==> config.mk <==
export PLATFORM = sky130hd
export DESIGN_NAME = adc_seq_ctrl
export DESIGN_NICKNAME = d
export VERILOG_FILES = /design/src/rtl/adcseq_pkg.sv /design/src/rtl/adcseq_rate_counter.sv /design/src/rtl/adcseq_scan_pick.sv /design/src/rtl/adcseq_buf_addr.sv /design/src/rtl/adc_seq_ctrl.sv
export SDC_FILE = /design/constraint.sdc
export NUM_CORES = 1
export LEC_CHECK = 0
export BUFFER_PORTS_ARGS = -buffer_cell sky130_fd_sc_hd__buf_2
export CELL_PAD_IN_SITES_DETAIL_PLACEMENT = 0
export CELL_PAD_IN_SITES_GLOBAL_PLACEMENT = 2
export CORE_MARGIN = 4
export CORE_UTILIZATION = 25
export CTS_CLUSTER_SIZE = 28
export DETAILED_ROUTE_END_ITERATION = 8
export GPL_TIMING_DRIVEN = 0
export PLACE_DENSITY = 0.54
export SLEW_MARGIN = 30
export SYNTH_ARGS = -nofsm -noshare
export SYNTH_HDL_FRONTEND = slang
export SYNTH_HIERARCHICAL = 1
export SYNTH_SLANG_ARGS = --single-unit
==> constraint.sdc <==
create_clock -name clk -period 7.2 [get_ports clk]
set_input_delay 1.08 -clock clk [delete_from_list [all_inputs] [get_ports clk]]
set_output_delay 1.08 -clock clk [all_outputs]
set_load 0.01 [all_outputs]
==> src/rtl/adcseq_pkg.sv <==
package adcseq_pkg;
    parameter int RATE_W = 5;
    parameter int SCAN_N = 16;
    parameter int SCAN_W = $clog2(SCAN_N);
    parameter int CHAN_W = 2;
    parameter int ADDR_W = 4;

    typedef enum logic [1:0] {ST_OFF, ST_ARM, ST_RUN} seq_state_e;

    typedef struct packed {
        logic [CHAN_W-1:0] chan_mode;
        logic              scan_en;
        logic              res12;
        logic              split;
        logic              dma;
        logic [RATE_W-1:0] rate;
        logic [SCAN_N-1:0] mask;
    } seq_cfg_t;
endpackage

==> src/rtl/adcseq_rate_counter.sv <==
module adcseq_rate_counter #(
    parameter int RATE_W = 5
) (
    input  logic              clk,
    input  logic              rst_n,
    input  logic              clear,
    input  logic              step,
    input  logic              dma_mode,
    input  logic [RATE_W-1:0] rate,
    output logic              hit,
    output logic              irq_pulse,
    output logic              dma_pulse
);
    logic [RATE_W-1:0] cnt;
    logic [RATE_W-1:0] lim;

    // Interrupt mode uses the low bits only; DMA mode uses the full field.
    assign lim = dma_mode ? rate : {1'b0, rate[RATE_W-2:0]};
    assign hit = step && (cnt == lim);

    always_ff @(posedge clk or negedge rst_n) begin
        if (!rst_n) begin
            cnt       <= '0;
            irq_pulse <= 1'b0;
            dma_pulse <= 1'b0;
        end else if (clear) begin
            cnt       <= '0;
            irq_pulse <= 1'b0;
            dma_pulse <= 1'b0;
        end else begin
            irq_pulse <= hit && !dma_mode;
            dma_pulse <= hit && dma_mode;
            if (step) cnt <= hit ? '0 : cnt + 1'b1;
        end
    end

    assert_cnt_bound_R1: assert property (@(posedge clk) disable iff (!rst_n || clear)
        cnt <= lim);
endmodule

==> src/rtl/adcseq_scan_pick.sv <==
module adcseq_scan_pick #(
    parameter int N = 16,
    parameter int W = 4
) (
    input  logic [N-1:0] mask,
    input  logic [W-1:0] cur,
    output logic [W-1:0] first_idx,
    output logic [W-1:0] next_idx
);
    always_comb begin
        logic found;
        found     = 1'b0;
        first_idx = '0;
        for (int i = 0; i < N; i++) begin
            if (!found && mask[i]) begin
                first_idx = W'(i);
                found     = 1'b1;
            end
        end
    end

    always_comb begin
        logic         found;
        logic [W-1:0] cand;
        found    = 1'b0;
        next_idx = cur;
        for (int k = 1; k <= N; k++) begin
            cand = cur + W'(k);
            if (!found && mask[cand]) begin
                next_idx = cand;
                found    = 1'b1;
            end
        end
    end
endmodule

==> src/rtl/adcseq_buf_addr.sv <==
module adcseq_buf_addr #(
    parameter int ADDR_W = 4
) (
    input  logic              clk,
    input  logic              rst_n,
    input  logic              clear,
    input  logic              step,
    input  logic              wrap_evt,
    input  logic              split,
    output logic [ADDR_W-1:0] addr,
    output logic              half
);
    localparam int LOW_W = ADDR_W - 1;

    always_ff @(posedge clk or negedge rst_n) begin
        if (!rst_n) begin
            addr <= '0;
            half <= 1'b0;
        end else if (clear) begin
            addr <= '0;
            half <= 1'b0;
        end else if (step) begin
            if (wrap_evt) begin
                if (split) begin
                    half <= ~half;
                    addr <= {~half, {LOW_W{1'b0}}};
                end else begin
                    addr <= '0;
                end
            end else if (split) begin
                addr <= {half, addr[LOW_W-1:0] + 1'b1};
            end else begin
                addr <= addr + 1'b1;
            end
        end
    end

    assert_half_base_R7: assert property (@(posedge clk) disable iff (!rst_n)
        (step && wrap_evt && split && !clear) |=> (addr[LOW_W-1:0] == '0 && addr[ADDR_W-1] == half));
endmodule

==> src/rtl/adc_seq_ctrl.sv <==
module adc_seq_ctrl
    import adcseq_pkg::*;
#(
    parameter int P_RATE_W = RATE_W,
    parameter int P_SCAN_N = SCAN_N,
    parameter int P_ADDR_W = ADDR_W
) (
    input  logic                       clk,
    input  logic                       rst_n,
    input  logic                       enable,
    input  logic                       conv_done,
    input  logic [CHAN_W-1:0]          cfg_chan_mode,
    input  logic                       cfg_scan_en,
    input  logic                       cfg_res12,
    input  logic                       cfg_split,
    input  logic                       cfg_dma,
    input  logic [RATE_W-1:0]          cfg_rate,
    input  logic [SCAN_N-1:0]          cfg_scan_mask,
    output logic [CHAN_W-1:0]          conv_chan,
    output logic [SCAN_W-1:0]          ch0_src,
    output logic [ADDR_W-1:0]          wr_addr,
    output logic                       half_flag,
    output logic                       irq_pulse,
    output logic                       dma_step_pulse
);
    localparam int SW = $clog2(P_SCAN_N);

    seq_state_e  state, nxt_state;
    seq_cfg_t    cfg_in, cfg_q;
    logic        cfg_changed, clear, accept, hit;
    logic [CHAN_W-1:0] ch_idx, ch_last;
    logic [SW-1:0]     scan_idx, scan_first, scan_next;
    logic        half;

    assign cfg_in = '{chan_mode: cfg_chan_mode, scan_en: cfg_scan_en, res12: cfg_res12,
                      split: cfg_split, dma: cfg_dma, rate: cfg_rate, mask: cfg_scan_mask};
    assign cfg_changed = (cfg_in != cfg_q);

    always_ff @(posedge clk or negedge rst_n) begin
        if (!rst_n) begin
            state <= ST_OFF;
            cfg_q <= '0;
        end else begin
            state <= nxt_state;
            cfg_q <= cfg_in;
        end
    end

    always_comb begin
        nxt_state = state;
        clear     = 1'b0;
        accept    = 1'b0;
        unique case (state)
            ST_OFF: begin
                clear = 1'b1;
                if (enable) nxt_state = ST_ARM;
            end
            ST_ARM: begin
                clear = 1'b1;
                if (!enable)          nxt_state = ST_OFF;
                else if (!cfg_changed) nxt_state = ST_RUN;
            end
            ST_RUN: begin
                if (!enable)          nxt_state = ST_OFF;
                else if (cfg_changed) nxt_state = ST_ARM;
                else                  accept = conv_done;
            end
            default: nxt_state = ST_OFF;
        endcase
    end

    // Last channel of the group; 12-bit mode forces a single channel.
    always_comb begin
        if (cfg_q.res12)             ch_last = '0;
        else if (cfg_q.chan_mode[1]) ch_last = CHAN_W'(3);
        else if (cfg_q.chan_mode[0]) ch_last = CHAN_W'(1);
        else                         ch_last = '0;
    end

    adcseq_scan_pick #(.N(P_SCAN_N), .W(SW)) scan_i (
        .mask      (cfg_q.mask),
        .cur       (scan_idx),
        .first_idx (scan_first),
        .next_idx  (scan_next)
    );

    always_ff @(posedge clk or negedge rst_n) begin
        if (!rst_n) begin
            ch_idx   <= '0;
            scan_idx <= '0;
        end else if (clear) begin
            ch_idx   <= '0;
            scan_idx <= scan_first;
        end else if (accept) begin
            if (ch_idx == ch_last) begin
                ch_idx <= '0;
                if (cfg_q.scan_en) scan_idx <= scan_next;
            end else begin
                ch_idx <= ch_idx + 1'b1;
            end
        end
    end

    adcseq_rate_counter #(.RATE_W(P_RATE_W)) rate_i (
        .clk       (clk),
        .rst_n     (rst_n),
        .clear     (clear),
        .step      (accept),
        .dma_mode  (cfg_q.dma),
        .rate      (cfg_q.rate),
        .hit       (hit),
        .irq_pulse (irq_pulse),
        .dma_pulse (dma_step_pulse)
    );

    adcseq_buf_addr #(.ADDR_W(P_ADDR_W)) addr_i (
        .clk      (clk),
        .rst_n    (rst_n),
        .clear    (clear),
        .step     (accept),
        .wrap_evt (hit && !cfg_q.dma),
        .split    (cfg_q.split),
        .addr     (wr_addr),
        .half     (half)
    );

    assign conv_chan = ch_idx;
    assign ch0_src   = cfg_q.scan_en ? scan_idx : '0;
    assign half_flag = half;

    assert_pulse_exclusive_R2: assert property (@(posedge clk) disable iff (!rst_n)
        !(irq_pulse && dma_step_pulse));
    assert_irq_after_conv_R1: assert property (@(posedge clk) disable iff (!rst_n)
        irq_pulse |-> $past(accept));
    assert_single_chan_R4: assert property (@(posedge clk) disable iff (!rst_n)
        (state == ST_RUN && cfg_q.res12) |-> (conv_chan == '0));
    assert_flag_low_unsplit_R7: assert property (@(posedge clk) disable iff (!rst_n)
        (state == ST_RUN && !cfg_q.split) |-> !half_flag);
    assert_scan_in_mask_R5: assert property (@(posedge clk) disable iff (!rst_n)
        (state == ST_RUN && (|cfg_q.mask)) |-> cfg_q.mask[scan_idx]);
    assert_restart_clears_R8: assert property (@(posedge clk) disable iff (!rst_n)
        (state == ST_ARM) |=> (conv_chan == '0 && wr_addr == '0 && !half_flag));
endmodule

==> results of run 1 <==
## flip-flops by register name (all words and copies together), names as in the netlist
register          cells
cfg_q                27
conv_chan             2
addr_i/half           1
state                 2
rate_i/cnt            5
addr_i/addr           4
scan_idx              4
rate_i/irq_pulse      1
rate_i/dma_pulse      1
## cell usage after synthesis (all sizes together), types with 3 or more instances
library cell and number:
nand2 34, mux4 24, nand3 9, and3 6, a21o 3, or2b 3
a31oi 14, mux2i 33, mux2 25, or3 4, nor2 44, nand4 9
xor2 39, nor3 6, o22ai 5, nand3b 4, nand2b 10, xnor2 9
o211ai 6, inv 11, nor4 13, nor3b 5, ha 10, and2 8
o31ai 8, o311ai 5, a311oi 3, dfrtp 47, or4 5, a21oi 21
clkbuf 10, o21ai 16, buf 17, nor2b 8, a211oi 4
## power by group
part	leakage [nW]	switching (mW)	total [mW]	internal (mW)
logic	1.50	0.199	0.340	0.141
clock network	0.0772	0.104	0.243	0.139
registers	0.589	0.0205	0.293	0.273
## layout make-up
| cell class | count | area share, % |
|---|---|---|
| Tap cell | 265 | 5.90 |
| Buffer | 27 | 3.12 |
| Sequential cell | 47 | 20.9 |
| Clock inverter | 2 | 0.245 |
| Multi-Input combinational cell | 422 | 62.6 |
| Clock buffer | 6 | 2.47 |
| Timing Repair Buffer | 43 | 3.87 |
| Inverter | 13 | 0.868 |
## logic make-up (layout without fill, tap and decap cells)
kind of cell             Yosys count  count (layout)  synth area share, %
multiplexers                      82              82                 24.4
adder cells (fa/ha/maj)           10              10                 2.54
flip-flops                        47              47                 23.9
XOR/XNOR                          48              48                 9.01
buffers and inverters             40              91                 4.55
AO/OA/AOI/OAI                    106             106                 14.9
AND/OR/NAND/NOR                  176             176                 20.7
## worst paths after layout
check,startpoint,slack (ns),to,cells past startpoint
worst max-delay path,scan_idx[1]$_DFFE_PN0P_,1.14,scan_idx[2]$_DFFE_PN0P_,19
worst min-delay path,cfg_q[21]$_DFF_PN0_,0.56,rate_i/irq_pulse$_DFF_PN0_,1
worst max register to register,scan_idx[1]$_DFFE_PN0P_,1.14,scan_idx[2]$_DFFE_PN0P_,19
worst min register to register,cfg_q[21]$_DFF_PN0_,0.56,rate_i/irq_pulse$_DFF_PN0_,1
max in group asynchronous,rst_n,5.95,cfg_q[3]$_DFF_PN0_,1
min in group asynchronous,rst_n,0.80,addr_i/addr[1]$_DFFE_PN0P_,1
## layer usage
| metal | wire length, µm | global-route usage [%] |
|---|---|---|
| met4 | 194 | 4.02 |
| met2 | 8640 | 27.0 |
| met3 | 565 | 1.77 |
| met5 | 7 | 0 |
| met1 | 7440 | 19.7 |
## worst max-delay path, delay by kind of cell, from the launching register on
| kind | cells | cell delay (ns) |
|---|---|---|
| buffers and inverters | 6 | 2.02 |
| AND/OR/NAND/NOR | 7 | 1.95 |
| multiplexers | 2 | 0.57 |
| flip-flops | 1 | 0.51 |
| AO/OA/AOI/OAI | 3 | 0.47 |
| adder cells (fa/ha/maj) | 1 | 0.45 |
==> results.ini, run 1 <==
[synth]
syn_inst=509
synthArstFlopShare_pct=100
ys_top_cells_by_area=dfrtp_1, mux4_2, xor2_1
netlist_area_um2=4920
syn_avg_cell_area_um2=9.66
synth.largest_area_cell=dfrtp_1
synth_ff_type=dfrtp_1
yosysUniqueCellTypes=83
syn-num-nets=550
ys_ff_latch=47
synth_warnings=6
synth.top_cell.area_share_pct=23.9
synth_edf_count=0
synth-seq-area-share_pct=23.9

[clock_tree]
postCtsResizedCells=0
numClockSinks=47
root_buffer=clkbuf_16
numCtsBuffers=5
clkLatencyLatePin_ns=0.29
cts_tree=yes
post-cts-setup-buffers=0
cts_buffer_depth=2
h-tree-depth=2
cts_hold_buf=0
clk_pin_slew_worst_paths_ns=0.07

[worst_setup_path]
criticalPathCategory=flip-flop to flip-flop
cp_cell_sequence=clkbuf_1, buf_2, clkinv_1, ha_1, buf_2, inv_1, clkbuf_1, mux4_2, mux2i_2, nand2b_2, nor4_4, nand4_1, nor3_2, a31oi_1, nand4_1, o211a_1, nand2_1, or4_1, a31oi_1
slowest_delay_ns=0.52
slowest_stage=clkbuf_1
cp-end-kind=flip-flop
worstPathMaxFanout=11
start_kind=flip-flop
cp.required_ns=7.40
crit_arrival_ns=6.27

[power]
leakagePower_nw=2.16
fin_total_pwr_uw=876
power_density_nw_per_um2=156
ir_drop_uv=92.0

[placement]
dpl.hpwl_mm=13.1
gp_congestion=0.869
place_ws_ns=1.13
placed_cells=817
io_buffers=43
dpl-instance-area_um2=5470

[routing]
wl_mm=16.8
detail-route-antenna-nets=0
via_count=4246
firstDrtPassIters=4
post_drt_wl_per_cell_um=20.4
viasPerCell=5.15
route.detailed.drc=0
drt-initial-drc-count=215

[flow_run]
drv_cap=0

[grt]
grt_pass1_wl_mm=26.1
grt_pass1_vias=4407
grt_overflow=0
grt_max_degree=48
grt_usage_pct=15.2
antenna_found_initial=1

[timing]
fin_crit_ns=6.06
hold_viol=0
worst_pin_slew_ns=0.738
fin_skew_ns=0.00761
final_max_slew_viol_count=0
fmax_ghz=0.165
rsz0062_at_grt=false
tns_ns=0
period_share_pct=84.2
fin_ws_ns=1.14
whs_ns=0.560
max_slew_margin_pct=50.4
final-setup-viol-count=0

[cells_and_area]
n_fill_cell=2114
diodes=0
final_area_um2=5620
multi_input_area_um2=3520
final_layout_size_suffix_gt1_share_pct=23.8
regArea_um2=1180
syn2layout_area_growth_pct=14.3
fin_cells=825
layout_common_cells=buf_2, dfrtp_1, nor2_1, xor2_1, nand2_1
final_common_cell=buf_2
postLayoutCoreUtil_pct=29.0
nets=600

[floorplanning]
die_w_um=148
num_rows=51
dieArea_um2=22000
start_util_pct=25.4
die_height_um=148
io_pins=44
coreArea_um2=19400

[min_path]
worst_hold_path_type=flip-flop to flip-flop

[status]
status=finished clean

Note: power is estimated with default switching activity, not from simulation.
==> run 2: changes to the inputs <==
Settings changed: PLACE_DENSITY 0.54 to 0.56.
Clock period 7.2 ns to 5.2 ns, I/O delays scaled along.
==> run 2 against run 1 <==
  * Sequential share of layout area down 0.24 points
  * Register-to-register slack got worse by 0.81 ns
  * Setup slack got worse by 0.81 ns
  * Global-route usage is 0.32 points lower
  * Flip-flop and latch count is the same
  * Die area is the same
  * Design area up 1.3%
  * Critical endpoint is now scan_idx[1]$_DFFE_PN0P_
==> results.ini, run 2 (synthesis results as in run 1) <==
[cells_and_area]
n_fill_cell=2116  ; +0.095%
reg.largest.list=cfg_q x27, rate_i/cnt x5
layout_common_cells=buf_2, dfrtp_1, nor2_1, xor2_1, nand2_1
syn2layout_area_growth_pct=15.7
postLayoutCoreUtil_pct=29.3  ; +0.37 points
final_common_cell=buf_2
final_layout_size_suffix_gt1_share_pct=25.6  ; +1.9 points
final_area_um2=5690  ; +1.3%
largest-register=cfg_q
diodes=0  ; unchanged
largest_register_ffs=27  ; unchanged
nets=602  ; +0.33%

[power]
leakagePower_nw=2.19  ; +1.3%
ir_drop_uv=123  ; +34%
power_density_nw_per_um2=216  ; +38%
p_seq_share_pct=33.0  ; -0.5 points
power_switching_uw=446  ; +38%
swShare_pct=36.3  ; -0.64 points
p_clk_share_pct=28.2  ; +0.4 points
comb_power_share_pct=38.8  ; about the same
internal_power_uw=782  ; +42%
fin_total_pwr_mw=1.23  ; +40%

[floorplanning]
start_util_pct=25.4  ; unchanged
coreArea_um2=19400  ; unchanged
dieArea_um2=22000  ; unchanged
num_rows=51  ; unchanged
die_height_um=148  ; unchanged
die_w_um=148  ; unchanged
io_pins=44  ; unchanged

[routing]
detail-route-antenna-nets=0  ; unchanged
drt-initial-drc-count=239  ; +11%
via_count=4265  ; +0.45%
wl_mm=16.3  ; -3.3%
firstDrtPassIters=4  ; unchanged
route.detailed.drc=0  ; unchanged
viasPerCell=5.16  ; +0.20%
post_drt_wl_per_cell_um=19.7  ; -3.6%

[timing]
fin_crit_ns=4.87  ; -1.19 ns
period_share_pct=93.7  ; +9.4 points
whs_ns=0.495  ; -0.0652 ns
fin_skew_ns=0.00626  ; -0.00134 ns
worst_pin_slew_ns=0.659  ; -0.0788 ns
max_slew_margin_pct=55.7  ; +5.3 points
rsz0062_at_grt=false
final-setup-viol-count=0  ; unchanged
tns_ns=0  ; unchanged
fmax_ghz=0.205  ; +25%
final_max_slew_viol_count=0  ; unchanged
hold_viol=0  ; unchanged

[worst_setup_path]
cp_cell_sequence=clkbuf_2, buf_4, clkinv_4, ha_1, clkbuf_4, mux4_2, mux2i_4, nand3_2, nor4_4, nand4_1, nor3_4, nor3_1, a21oi_2, nand2_1, or4_1, a31oi_1
start_kind=flip-flop
cp-startpoint=scan_idx[1]$_DFFE_PN0P_
cp.required_ns=5.41  ; -1.99 ns
slowest_stage=mux4_2
reg2reg_from=scan_idx[1]$_DFFE_PN0P_
worstPathMaxFanout=11  ; unchanged
slowest_delay_ns=0.63  ; +0.11 ns
criticalPathCategory=flip-flop to flip-flop
crit_arrival_ns=5.08  ; -1.19 ns
cp-end-kind=flip-flop

[status]
status=finished clean

[min_path]
worst_hold_path_type=input port to async pin

[clock_tree]
clk_pin_slew_worst_paths_ns=0.07  ; about the same
numCtsBuffers=5  ; unchanged
cts_hold_buf=0  ; unchanged
clkLatencyLatePin_ns=0.29  ; about the same
h-tree-depth=2  ; unchanged
cts_buffer_depth=2  ; unchanged
numClockSinks=47  ; unchanged
root_buffer=clkbuf_16
cts_tree=yes

[grt]
grt_max_degree=48  ; unchanged
grt_usage_pct=14.9  ; -0.32 points
antenna_found_initial=0  ; -1
grt_pass1_vias=4455  ; +1.1%
grt_pass1_wl_mm=25.7  ; -1.3%
grt_overflow=0  ; unchanged

[placement]
dpl-instance-area_um2=5470  ; unchanged
dpl.hpwl_mm=12.6  ; -3.3%
gp_congestion=0.864  ; -0.60%
io_buffers=43  ; unchanged

[flow_run]
drv_cap=0  ; unchanged

run 2: changes by cell type in the layout (fill, tap and decap cells not counted), sizes merged:
cell / before / now
clkinvlp: 0 / 2
inv: 12 / 10
clkinv: 3 / 2
buf: 60 / 63
run 2: layout make-up:
cell class                      instances  area [µm²]  area share (%)
Inverter                               13        57.6            1.01
Sequential cell                        47        1180            20.7
Multi-Input combinational cell        422        3540            62.2
Clock inverter                          1        7.51           0.132
Buffer                                 25         175            3.08
Timing Repair Buffer                   47         248            4.35
Tap cell                              265         332            5.83
Clock buffer                            7         153            2.68
run 2: power by group through the flow:
stage                     clock network [mW]  logic, mW  registers (mW)
final                                  0.346      0.476           0.405
after global routing                   0.374      0.519           0.408
after CTS                              0.363      0.472           0.405
after detailed placement                   0      0.467           0.413
after global placement                     0      0.469           0.413
after floorplan                            0      0.336           0.401
run 2: per-layer routing:
| metal | wire, µm | track usage (%) | vias to the layer above |
|---|---|---|---|
| met3 | 489 | 1.65 | 24 |
| li1 | - | - | 2052 |
| met1 | 7290 | 19.5 | 2101 |
| met4 | 335 | 4.11 | 0 |
| met2 | 8160 | 26.1 | 88 |
| met5 | 0 | 0 | - |
run 2: worst paths after layout:
check | slack (ns) | cells past startpoint | to
setup / recovery | 0.33 | 16 | scan_idx[1]$_DFFE_PN0P_
hold / removal | 0.49 | 1 | addr_i/addr[0]$_DFFE_PN0P_
setup reg to reg | 0.33 | 16 | scan_idx[1]$_DFFE_PN0P_
hold reg to reg | 0.55 | 1 | rate_i/irq_pulse$_DFF_PN0_
max in group asynchronous | 4.26 | 1 | scan_idx[1]$_DFFE_PN0P_
min in group clk | 0.55 | 1 | rate_i/irq_pulse$_DFF_PN0_
run 2: per-stage QoR:
stage / instances / setup WS [ns]
finish: 827 / 0.330
CTS: 824 / 0.0286
detailed placement: 817 / -0.828
global route: 827 / 0.0179
floorplan: 509 / 0.715
global placement: 817 / -0.872
run 2: worst max-delay path: cells and delay by family (launching register included):
| family | cells | cell delay, ns |
|---|---|---|
| adders and majority gates | 1 | 0.31 |
| and+or+nand+nor | 7 | 1.80 |
| DFF | 1 | 0.45 |
| AOI/OAI and AO/OA | 2 | 0.41 |
| muxes | 2 | 0.92 |
| buffers and inverters | 4 | 0.88 |
run 2: timing repair:
action / in CTS / in global routing
buffers inserted: 0 / 4
resized for setup: 8 / 4
endpoints found under the hold margin: 0 / 0
setup endpoints to repair: 4 / 4
pin swaps: 0 / 4
==> run 3: changes to the inputs <==
Settings changed: CORE_UTILIZATION 25 to 35, GPL_TIMING_DRIVEN 0 to unset, PLACE_DENSITY 0.56 to 0.75.
==> run 3 against run 2 <==
  * Count of clock-buffer cells in the layout fell by 2
  * Non-clock buffer count fell by 15
  * Die area fell by 27%
  * Clock skew rose by 0.0035 ns
  * Sequential share of layout area rose by 0.97 points
==> results.ini, run 3 (synthesis results as in run 1) <==
[timing]
final-setup-viol-count=0  ; unchanged
final_max_slew_viol_count=0  ; unchanged
fmax_ghz=0.227  ; +11%
rsz0062_at_grt=false
worst_pin_slew_ns=0.658  ; -0.000985 ns
max_slew_margin_pct=55.8  ; +0.066 points
fin_skew_ns=0.00972  ; +0.00345 ns
tns_ns=0  ; unchanged
whs_ns=0.474  ; -0.0208 ns
period_share_pct=84.6  ; -9.0 points
hold_viol=0  ; unchanged
fin_crit_ns=4.40  ; -0.470 ns

[cells_and_area]
layout_common_cells=dfrtp_1, nor2_1, buf_2, xor2_1, nand2_1
final_common_cell=dfrtp_1
largest-register=cfg_q
reg.largest.list=cfg_q x27, rate_i/cnt x5
postLayoutCoreUtil_pct=39.3  ; +10 points
syn2layout_area_growth_pct=10.5
n_fill_cell=1392  ; -34%
largest_register_ffs=27  ; unchanged
final_layout_size_suffix_gt1_share_pct=23.9  ; -1.7 points
diodes=0  ; unchanged
nets=587  ; -2.5%

[grt]
grt_pass1_wl_mm=23.5  ; -8.8%
grt_usage_pct=18.2  ; +3.3 points
antenna_found_initial=0  ; unchanged
grt_pass1_vias=4254  ; -4.5%
grt_max_degree=48  ; unchanged
grt_overflow=0  ; unchanged

[status]
status=finished clean

[placement]
io_buffers=43  ; unchanged
gp_congestion=0.897  ; +3.9%
dpl.hpwl_mm=11.1  ; -12%

[clock_tree]
cts_tree=yes
h-tree-depth=2  ; unchanged
cts_buffer_depth=2  ; unchanged
root_buffer=clkbuf_16
numClockSinks=47  ; unchanged
clk_pin_slew_worst_paths_ns=0.07  ; about the same
postCtsResizedCells=0  ; -8
post-cts-setup-buffers=0  ; unchanged
clkLatencyLatePin_ns=0.29  ; about the same
cts_hold_buf=0  ; unchanged
numCtsBuffers=5  ; unchanged

[routing]
wl_mm=14.4  ; -12%
drt-initial-drc-count=280  ; +17%
post_drt_wl_per_cell_um=19.8  ; +0.45%
route.detailed.drc=0  ; unchanged
viasPerCell=5.76  ; +12%
firstDrtPassIters=4  ; unchanged
via_count=4191  ; -1.7%
detail-route-antenna-nets=0  ; unchanged

[worst_setup_path]
cp-end-kind=flip-flop
cp_cell_sequence=buf_4, buf_4, mux2_1, mux4_2, mux2i_4, nand2b_4, nor4_4, and2_1, and3_1, or3_1, a31oi_1, a21oi_1, nand2_1, or4_1, a31oi_1
slowest_stage=mux4_2
reg2reg_from=scan_idx[0]$_DFFE_PN0P_
timing.reg2reg.setup_slack_ns=0.80  ; +0.47 ns
rr_endpoint=scan_idx[1]$_DFFE_PN0P_
start_kind=flip-flop
rr_worst_depth=15  ; -1
worstPathMaxFanout=20  ; +9
criticalPathCategory=flip-flop to flip-flop
slowest_delay_ns=0.54  ; -0.09 ns
crit_arrival_ns=4.60  ; -0.48 ns
cp.required_ns=5.40  ; about the same

[floorplanning]
die_w_um=127  ; -15%
io_pins=44  ; unchanged
die_height_um=127  ; -15%
start_util_pct=35.6  ; +10 points
dieArea_um2=16000  ; -27%
coreArea_um2=13800  ; -29%
num_rows=43  ; -16%

[min_path]
worst_hold_path_type=input port to async pin

[power]
ir_drop_uv=128  ; +4.3%
power_density_nw_per_um2=218  ; +0.92%
leakagePower_nw=2.13  ; -3.0%

[flow_run]
drv_cap=0  ; unchanged

## run 3: cell count changes in the layout (fill, tap and decap cells not counted), sizes merged
cell / change
buf: -6
clkinv: +2
inv: +2
clkbuf: -11
clkinvlp: -2
## run 3: final cells by class
| class | instances | area [µm²] | area share (%) |
|---|---|---|---|
| multi-input cells | 422 | 3520 | 64.7 |
| flip-flops and latches | 47 | 1180 | 21.7 |
| repair buffers | 57 | 323 | 5.94 |
| well taps | 180 | 225 | 4.14 |
| clock buffers | 5 | 125 | 2.30 |
| inverters | 13 | 48.8 | 0.898 |
| clock inverters | 3 | 18.8 | 0.345 |
## run 3: per-layer routing
metal / routed length (µm) / vias up / global-route usage (%)
met5: 0 / - / 0
met1: 6460 / 2057 / 24.1
met3: 536 / 23 / 2.32
met2: 7000 / 93 / 30.9
li1: - / 2018 / -
met4: 383 / 0 / 5.74
## run 3: worst max-delay path: cells and delay by family, from the launching register on
kind | cells | cell delay [ns]
simple gates | 7 | 1.58
mux | 3 | 1.23
buf+inv | 2 | 0.64
compound gates | 3 | 0.43
flops | 1 | 0.43
## run 3: worst max-delay path by stage
stage	start	to	slack (ns)
floorplan	scan_idx[1]$_DFFE_PN0P_	scan_idx[1]$_DFFE_PN0P_	0.71
global placement	scan_idx[0]$_DFFE_PN0P_	scan_idx[1]$_DFFE_PN0P_	0.80
detailed placement	scan_idx[0]$_DFFE_PN0P_	scan_idx[1]$_DFFE_PN0P_	0.81
CTS	scan_idx[0]$_DFFE_PN0P_	scan_idx[1]$_DFFE_PN0P_	0.77
global route	scan_idx[0]$_DFFE_PN0P_	scan_idx[1]$_DFFE_PN0P_	0.52
finish	scan_idx[0]$_DFFE_PN0P_	scan_idx[1]$_DFFE_PN0P_	0.80
## run 3: per-stage QoR
step | cell area (µm²) | cells | setup WS [ns] | power (mW)
after global routing | 5440 | 727 | 0.518 | 1.25
after global placement | 5290 | 719 | 0.796 | 0.871
final | 5440 | 727 | 0.799 | 1.18
after floorplan | 4920 | 509 | 0.715 | 0.737
after CTS | 5440 | 727 | 0.770 | 1.19
after detailed placement | 5290 | 719 | 0.811 | 0.868
## run 3: where the power goes
group          internal (mW)  switching [mW]
clock                  0.178           0.140
sequential             0.378          0.0283
combinational          0.197           0.262
total                  0.753           0.431
